## config.mk

```make
export PLATFORM = sky130hd
export DESIGN_NAME = wb_cache
export DESIGN_NICKNAME = d
export VERILOG_FILES = /design/src/rtl/wb_cache.sv
export SDC_FILE = /design/constraint.sdc
export NUM_CORES = 2
export LEC_CHECK = 0
export ABC_AREA = 1
export CELL_PAD_IN_SITES_DETAIL_PLACEMENT = 2
export CELL_PAD_IN_SITES_GLOBAL_PLACEMENT = 2
export CORE_ASPECT_RATIO = 1.25
export CORE_UTILIZATION = 38
export CTS_CLUSTER_SIZE = 12
export DETAILED_ROUTE_END_ITERATION = 10
export GPL_ROUTABILITY_DRIVEN = 1
export GPL_TIMING_DRIVEN = 1
export PLACE_DENSITY_LB_ADDON = 0.1
export SLEW_MARGIN = 40
export SYNTH_ARGS = -nofsm -noshare
export SYNTH_HDL_FRONTEND = slang
export SYNTH_SLANG_ARGS = --single-unit
```

## constraint.sdc

```tcl
create_clock -name clk -period 6.4 [get_ports clk]
set_input_delay 0.64 -clock clk [delete_from_list [all_inputs] [get_ports clk]]
set_output_delay 0.64 -clock clk [all_outputs]
set_load 0.02 [all_outputs]
```

## src/rtl/wb_cache.sv

```systemverilog
module wb_cache #(
  parameter int ADDR_W     = 16,
  parameter int WORD_BYTES = 8,
  parameter int BLK_WORDS  = 2,
  parameter int SETS       = 4,
  parameter int WAYS       = 2,
  parameter logic [15:0] LFSR_SEED = 16'hACE1
) (
  input  logic                                clk,
  input  logic                                rst_n,
  input  logic                                req_valid,
  output logic                                req_ready,
  input  logic                                req_write,
  input  logic [ADDR_W-1:0]                   req_addr,
  input  logic [WORD_BYTES-1:0]               req_be,
  input  logic [8*WORD_BYTES-1:0]             req_wdata,
  output logic                                resp_valid,
  output logic [8*WORD_BYTES-1:0]             resp_rdata,
  output logic                                mem_req,
  output logic                                mem_we,
  output logic [ADDR_W-$clog2(WORD_BYTES*BLK_WORDS)-1:0] mem_addr,
  output logic [8*WORD_BYTES*BLK_WORDS-1:0]   mem_wdata,
  input  logic                                mem_ready,
  input  logic [8*WORD_BYTES*BLK_WORDS-1:0]   mem_rdata
);
  localparam int WORD_W = 8 * WORD_BYTES;
  localparam int BLK_W  = WORD_W * BLK_WORDS;
  localparam int OFF_W  = $clog2(WORD_BYTES * BLK_WORDS);
  localparam int BO_W   = $clog2(WORD_BYTES);
  localparam int BA_W   = ADDR_W - OFF_W;
  localparam int TAG_W  = BA_W - $clog2(SETS);
  localparam int IDX_W  = (SETS > 1) ? $clog2(SETS) : 1;
  localparam int WAY_W  = (WAYS > 1) ? $clog2(WAYS) : 1;
  localparam int WSEL_W = (BLK_WORDS > 1) ? $clog2(BLK_WORDS) : 1;

  typedef enum logic [1:0] {S_IDLE, S_TAG, S_WB, S_FILL} st_t;
  st_t state;

  logic [WAYS-1:0]  vld [SETS];
  logic [WAYS-1:0]  drt [SETS];
  logic [TAG_W-1:0] tags [SETS][WAYS];
  logic [BLK_W-1:0] data [SETS][WAYS];

  logic                  r_we;
  logic [ADDR_W-1:0]     r_addr;
  logic [WORD_BYTES-1:0] r_be;
  logic [WORD_W-1:0]     r_wd;
  logic [WAY_W-1:0]      vic;
  logic [15:0]           lfsr;

  logic [BA_W-1:0]   r_ba;
  logic [IDX_W-1:0]  r_idx;
  logic [TAG_W-1:0]  r_tag;
  logic [WSEL_W-1:0] r_wsel;

  assign r_ba   = r_addr[ADDR_W-1:OFF_W];
  assign r_idx  = IDX_W'(r_ba % BA_W'(SETS));
  assign r_tag  = TAG_W'(r_ba / BA_W'(SETS));
  assign r_wsel = WSEL_W'((r_addr >> BO_W) % ADDR_W'(BLK_WORDS));

  logic [WAYS-1:0] hitv;
  for (genvar w = 0; w < WAYS; w++) begin : g_cmp
    assign hitv[w] = vld[r_idx][w] && (tags[r_idx][w] == r_tag);
  end

  logic             hit;
  logic [WAY_W-1:0] hit_way;
  logic [WAY_W-1:0] pick;
  logic             have_free;
  always_comb begin
    hit_way   = '0;
    pick      = WAY_W'(lfsr % 16'(WAYS));
    have_free = 1'b0;
    for (int w = WAYS - 1; w >= 0; w--) begin
      if (hitv[w]) hit_way = WAY_W'(w);
      if (!vld[r_idx][w]) begin
        pick      = WAY_W'(w);
        have_free = 1'b1;
      end
    end
  end
  assign hit = |hitv;

  logic [BLK_W-1:0] hit_blk;
  logic [BLK_W-1:0] new_blk;
  assign hit_blk = data[r_idx][hit_way];

  always_comb begin
    new_blk = hit_blk;
    for (int b = 0; b < WORD_BYTES; b++)
      if (r_be[b]) new_blk[(int'(r_wsel) * WORD_BYTES + b) * 8 +: 8] = r_wd[b*8 +: 8];
  end

  assign req_ready  = (state == S_IDLE);
  assign resp_valid = (state == S_TAG) && hit;
  assign resp_rdata = hit_blk[int'(r_wsel) * WORD_W +: WORD_W];
  assign mem_req    = (state == S_WB) || (state == S_FILL);
  assign mem_we     = (state == S_WB);
  assign mem_addr   = (state == S_WB)
                    ? BA_W'(BA_W'(tags[r_idx][vic]) * BA_W'(SETS) + BA_W'(r_idx))
                    : r_ba;
  assign mem_wdata  = data[r_idx][vic];

  always_ff @(posedge clk) begin
    if (!rst_n) begin
      state <= S_IDLE;
      lfsr  <= LFSR_SEED;
      vic   <= '0;
      r_we  <= 1'b0;
      r_addr <= '0;
      r_be  <= '0;
      r_wd  <= '0;
      for (int s = 0; s < SETS; s++) begin
        vld[s] <= '0;
        drt[s] <= '0;
      end
    end else begin
      lfsr <= {lfsr[14:0], lfsr[15] ^ lfsr[13] ^ lfsr[12] ^ lfsr[10]};
      unique case (state)
        S_IDLE: if (req_valid) begin
          r_we   <= req_write;
          r_addr <= req_addr;
          r_be   <= req_be;
          r_wd   <= req_wdata;
          state  <= S_TAG;
        end
        S_TAG: if (hit) begin
          if (r_we) drt[r_idx][hit_way] <= 1'b1;
          state <= S_IDLE;
        end else begin
          vic   <= pick;
          state <= (!have_free && drt[r_idx][pick]) ? S_WB : S_FILL;
        end
        S_WB: if (mem_ready) begin
          drt[r_idx][vic] <= 1'b0;
          state <= S_FILL;
        end
        S_FILL: if (mem_ready) begin
          vld[r_idx][vic] <= 1'b1;
          drt[r_idx][vic] <= 1'b0;
          state <= S_TAG;
        end
        default: state <= S_IDLE;
      endcase
    end
  end

  always_ff @(posedge clk) begin
    if (state == S_TAG && hit && r_we)
      data[r_idx][hit_way] <= new_blk;
    else if (state == S_FILL && mem_ready) begin
      data[r_idx][vic] <= mem_rdata;
      tags[r_idx][vic] <= r_tag;
    end
  end
endmodule


```

After elaboration in Yosys (flattened, before gate mapping)
Memory sizes are Yosys's and may differ from the RTL's. A register that Yosys moved wholly into a read port is not among the register bits.
Index checks and enable logic that the tools add are counted.
{ "op_classes": {"n_addsub": 16, "n_lt_le_gt_ge": 9, "n_eq_ne": 8, "shifts": 17, "muxes": 343, "bitwise_logic": 266, "n_reduce_logical": 19} }
{ "ops": {"columns": ["operator", "count"], "rows": [
  ["128-bit 2-to-1 mux", 16],
  ["128-bit bitwise mux", 8],
  ["8-bit by 33-bit variable shift with 128-bit output, first input constant", 8],
  ["8-bit by 33-bit indexed part select with 128-bit output", 8],
  ["256-bit 2-to-1 mux", 2],
  ["1-bit 2-to-1 mux", 284],
  ["1-bit OR", 260],
  ["128-bit demux with 1-bit select", 2],
  ["8-bit negator with 33-bit output", 7],
  ["128-bit by 8-bit indexed part select with 64-bit output", 1],
  ["2-bit 2-to-1 mux", 21],
  ["10-bit 2-to-1 mux", 4],
  ["7-bit negator with 33-bit output", 1],
  ["4-bit by 3-bit adder with 5-bit output, second input constant", 4],
  ["10-bit equality test", 2],
  ["20-bit 2-to-1 mux", 1],
  ["12-bit by 2-bit adder with 12-bit output", 1],
  ["12-bit 2-to-1 mux", 1],
  ["4-bit by 2-bit adder with 5-bit output, second input constant", 2],
  ["10-bit demux with 1-bit select", 1],
  ["1-bit logical AND", 10],
  ["2-bit one-hot mux with 4 select lines", 1],
  ["1-bit by 2-bit less-than comparator with 1-bit output, second input constant", 3],
  ["2-bit OR reduction", 3],
  ["other kinds (17)", 27]
]} }
{ "word_totals": {"reg_bits": 108, "mem_bits_rw": 1120, "input_bits": 221, "output_inout_bits": 208, "wordCells": 689, "n_memories": 4} }
{ "memory_table": {"columns": ["memory", "depth", "word_bits", "read_ports", "rd_ports_with_merged_regs", "write_ports", "line", "source"], "rows": [
  ["data", 4, 256, 1, 1, 1, "42", "logic [BLK_W-1:0] data [SETS][WAYS];"],
  ["tags", 4, 20, 1, 1, 1, "41", "logic [TAG_W-1:0] tags [SETS][WAYS];"],
  ["drt", 4, 2, 1, 1, 4, "40", "logic [WAYS-1:0] drt [SETS];"],
  ["vld", 4, 2, 1, 1, 4, "39", "logic [WAYS-1:0] vld [SETS];"]
]} }

Depth between registers and ports, before layout
{ "logic_depth": {"word_depth": 25, "mapped_depth": 21, "depth_no_buf": 18} }

Least setup slack after synthesis
Ideal clock, no wire load.
{ "synth_timing": {"path_kind": "register to register", "from": "reg with a tool-made name", "to": "mem data[3][0] (netlist bit) (enable)", "setup_time_ns": 0.503, "t_arrival_ns": 4.691, "required_time_ns": 5.897, "path_slack_ns": 1.206, "path_stages_with_launch": 15, "cell_sequence": "dfxtp_1 buf_4 buf_2 nand2_1 nand3_1 nand2_1 xor2_1 nand3b_1 nand3b_1 nand2_1 nand3_2 nand2_2 buf_4 o21ai_1 and2_1"} }
{ "synth_rtl": {"columns": ["element", "line"], "rows": [
  ["end, declared", "42"]
]} }

==> metrics.md <==
| Metric | Value |
|---|---|
| Arrival time of the worst setup path | `5.39 ns` |
| Avg Inst Size Synth | `9.64 sq um` |
| Global-route wire length before repair | `347 mm` |
| Placer congestion estimate | `0.809` |
| WL/cell | `30.2 um` |
| Largest net degree at the start of global routing | `160` |
| Number of buffers between clock root and the deepest sink | `3` |
| Outcome | `finished clean` |
| Worst clock skew | `0.0198 ns` |
| Detailed-router iteration count before antenna repair | `5` |
| Antenna Violating Nets Remaining | `0` |
| Sink Count | `1227` |
| Die area | `147000 sq um` |
| HPWL after DPL | `157 mm` |
| Slew margin rel. | `0.373` |
| Synthesized netlist net count | `5960` |
| Total grt overflow | `0` |
| Total clock buffers created by CTS | `140` |
| Number of buffers added to fix hold violations after cts | `0` |
| Power per cell area | `355 nW/um^2` |
| Number of synthesized flops with an enable pin | `1120` |
| Kind of start point of the critical path | `register` |
| Post CTS Setup Buffer Count | `0` |
| Critical Path RT | `5.76 ns` |
| Netlist Area Pre-Place | `55300 sq um` |
| Crit path capture type | `output port` |
| Die height | `428 um` |
| Library cells used by synthesis | `36` |
| DRT iter0 DRCs | `3664` |
| Most used DFF post-synth | `sky130_fd_sc_hd__edfxtp_1` |
| Pwr Total | `23.5 mW` |
| Share of layout cells above drive strength 1 | `0.0562` |
| Crit Path Class | `register to output port` |
| Maximum clock rate | `166 MHz` |
| Area occupied by multi-input gates | `17800 sq um` |
| Maximum level of the CTS H-tree | `4` |
| Placement row count | `156` |
| Average via count per standard cell | `5.80` |
| DIE WIDTH | `343 um` |
| Sequential cell area | `35800 sq um` |
| Total Nets Final | `6289` |
| Vias in the first global route | `50200` |
| Final Util | `0.458` |
| Fill count | `15100` |
| Clock network latency to the later pin of the worst-skew pair | `0.80 ns` |
| Setup repair after global routing missed its margin | `false` |
| Final worst setup slack | `0.365 ns` |
| Asr flop ratio synth | `0` |
| Sequential cell area fraction in the yosys report | `0.647` |
| Clock slew at reported path FFs | `0.06 ns` |
| Maximum Capacitance Violations | `0` |
| Leakage Power | `25.9 nW` |
| Period utilisation layout | `0.943` |
| DR vias | `46800` |
| # setup viols final | `0` |
| Final routed DRC violation total | `0` |
| Total negative setup slack | `0 ns` |
| Warnings, synthesis | `0` |
| Effective utilization at floorplan | `0.383` |
| Initial antenna violation count | `12` |
| Worst slack at placement | `1.06 ns` |
| Library cell used as clock root buffer | `sky130_fd_sc_hd__clkbuf_16` |
| Number of failing hold endpoints at the final stage | `0` |
| Transition at the pin with the smallest max-transition slack | `0.940 ns` |
| Worst ir drop on vdd | `0.255 mV` |
| Max Fanout on Critical Path | `40` |
| Area of the core | `144000 sq um` |
| Count of pins over their slew limit | `0` |
| Number of input and output port buffers inserted | `425` |
| Post-detailed-routing wire length | `244 mm` |
| P&R area growth vs syn | `19.7%` |
| Gate count after technology mapping | `5735` |
| Clock tree from TritonCTS | `done` |
| I/O pins | `429` |
| Synthesis-stage register bit count | `1227` |
| Post-cts repair resize count | `0` |
| Final period demand of the worst path | `6.03 ns` |
| Worst hold path type | `input pin to register` |
| Overall routing resource usage | `0.330` |
[cell usage after synthesis, types with 4 or more instances]
| library cell | instances | area (sq um) |
|---|---|---|
| sky130_fd_sc_hd__xor2_1 | 5 | 43.8 |
| sky130_fd_sc_hd__ha_1 | 4 | 50.1 |
| sky130_fd_sc_hd__or2_2 | 7 | 43.8 |
| sky130_fd_sc_hd__nor2_1 | 187 | 702 |
| sky130_fd_sc_hd__nand2_1 | 2597 | 9750 |
| sky130_fd_sc_hd__a21oi_1 | 160 | 801 |
| sky130_fd_sc_hd__buf_6 | 12 | 135 |
| sky130_fd_sc_hd__a31oi_1 | 9 | 56.3 |
| sky130_fd_sc_hd__buf_2 | 72 | 360 |
| sky130_fd_sc_hd__buf_1 | 39 | 146 |
| sky130_fd_sc_hd__o21ai_0 | 239 | 1200 |
| sky130_fd_sc_hd__dfxtp_1 | 107 | 2140 |
| sky130_fd_sc_hd__buf_4 | 7 | 52.6 |
| sky130_fd_sc_hd__inv_2 | 9 | 33.8 |
| sky130_fd_sc_hd__nand3_1 | 709 | 3550 |
| sky130_fd_sc_hd__a32o_1 | 128 | 1280 |
| sky130_fd_sc_hd__clkbuf_1 | 220 | 826 |
| sky130_fd_sc_hd__and2_1 | 8 | 50.1 |
| sky130_fd_sc_hd__inv_1 | 73 | 274 |
| sky130_fd_sc_hd__edfxtp_1 | 1120 | 33600 |
[critical path: stages, from the launching register on]
cell	delay [ns]
sky130_fd_sc_hd__dfxtp_4	0.77
sky130_fd_sc_hd__buf_4	0.45
sky130_fd_sc_hd__nand3_1	0.21
sky130_fd_sc_hd__nand3_1	0.15
sky130_fd_sc_hd__nand2_1	0.07
sky130_fd_sc_hd__nor2_1	0.12
sky130_fd_sc_hd__nand2_1	0.06
sky130_fd_sc_hd__nor2_1	0.08
sky130_fd_sc_hd__nand2_1	0.18
sky130_fd_sc_hd__nor2_4	0.56
sky130_fd_sc_hd__buf_12	0.37
sky130_fd_sc_hd__buf_4	0.34
sky130_fd_sc_hd__nand2_1	0.13
sky130_fd_sc_hd__nand3_1	0.13
sky130_fd_sc_hd__nand2_1	0.24
sky130_fd_sc_hd__clkdlybuf4s50_1	0.62
[power by group]
| part | switching [mW] | internal [mW] | leakage [nW] |
|---|---|---|---|
| sequential | 0.165 | 9.34 | 11.0 |
| clock | 3.30 | 4.61 | 2.16 |
| combinational | 4.24 | 1.83 | 12.7 |
| total | 7.71 | 15.8 | 25.9 |
[path summary, 6_finish.rpt]
kind                 startpoint                    end  slack (ns)  cells after the start
max                    register         resp_rdata[38]        0.37                     15
min reg2reg  lfsr[7]$_SDFF_PN1_     lfsr[8]$_SDFF_PN0_        0.42                      2
min                       rst_n    lfsr[12]$_SDFF_PN0_        0.36                      3
max reg2reg            register  data[2][77]$_DFFE_PP_        1.57                     17
[flip-flops by register name (all words and copies together), names as in the netlist, named ones only]
| register | flops |
|---|---|
| r_wd | 64 |
| vld | 8 |
| state | 2 |
| r_be | 8 |
| r_we | 1 |
| vic | 1 |
| drt | 8 |
| r_addr | 13 |
| tags | 80 |
| lfsr | 16 |
| data | 1024 |
[cell families after synthesis]
group,Yosys count,share of synthesized area
AND/OR/NAND/NOR,3520,0.256
adder cells (fa/ha/maj),4,0.000905
XOR/XNOR,6,0.000951
buffers and inverters,433,0.0331
flip-flops,1227,0.647
AO/OA/AOI/OAI,545,0.0615
[layout make-up]
| type | instances | share of cell area |
|---|---|---|
| clock buffers | 200 | 0.0605 |
| repair buffers | 537 | 0.0830 |
| diodes | 7 | 0.000265 |
| multi-input cells | 4075 | 0.268 |
| inverters | 83 | 0.00548 |
| flip-flops and latches | 1227 | 0.541 |
| well taps | 1896 | 0.0358 |
| clock inverters | 48 | 0.00592 |
[through the flow]
step	area, sq um	hold slack [ns]	std cells
CTS	66100	0.337	8065
global placement	61600	0.394	7811
finish	66200	0.362	8073
detailed placement	61800	0.409	7817
global route	66200	0.395	8068
floorplan	55300	0.390	5735
[placed cells by master, fill, tap and decap left out, types with 2 or more instances in the layout]
cell / count
sky130_fd_sc_hd__clkinv_2: 19
sky130_fd_sc_hd__inv_4: 2
sky130_fd_sc_hd__o21ai_0: 234
sky130_fd_sc_hd__nand2_8: 3
sky130_fd_sc_hd__ha_1: 4
sky130_fd_sc_hd__inv_8: 4
sky130_fd_sc_hd__clkinv_1: 22
sky130_fd_sc_hd__buf_4: 78
sky130_fd_sc_hd__and2_4: 8
sky130_fd_sc_hd__nor2_1: 181
sky130_fd_sc_hd__clkdlybuf4s50_1: 424
sky130_fd_sc_hd__clkbuf_1: 40
sky130_fd_sc_hd__or2_2: 7
sky130_fd_sc_hd__clkbuf_8: 13
sky130_fd_sc_hd__inv_2: 7
sky130_fd_sc_hd__dfxtp_4: 3
sky130_fd_sc_hd__a32o_1: 128
sky130_fd_sc_hd__nand4_1: 3
sky130_fd_sc_hd__a21oi_1: 160
sky130_fd_sc_hd__buf_6: 5
sky130_fd_sc_hd__o21ai_1: 7
sky130_fd_sc_hd__dfxtp_1: 104
sky130_fd_sc_hd__xor2_1: 5
sky130_fd_sc_hd__nand3_1: 709
sky130_fd_sc_hd__a31oi_1: 9
sky130_fd_sc_hd__diode_2: 7
sky130_fd_sc_hd__clkbuf_16: 147
sky130_fd_sc_hd__nand3b_1: 2
sky130_fd_sc_hd__edfxtp_1: 1120
sky130_fd_sc_hd__nor2_2: 6
sky130_fd_sc_hd__buf_12: 29
sky130_fd_sc_hd__inv_1: 68
sky130_fd_sc_hd__nand2_2: 3
sky130_fd_sc_hd__nand2_1: 2593
sky130_fd_sc_hd__nor3_1: 2
sky130_fd_sc_hd__bufinv_16: 7
[per-layer routing]
layer  track usage  wire [um]  vias to the layer above
li1              -          -                    20300
met1         0.421      99800                    24500
met2         0.559     119000                     1576
met3        0.0445      13900                      424
met4         0.136      10800                        4
met5             0         23                        -
Note: power is estimated with default switching activity, not from simulation.
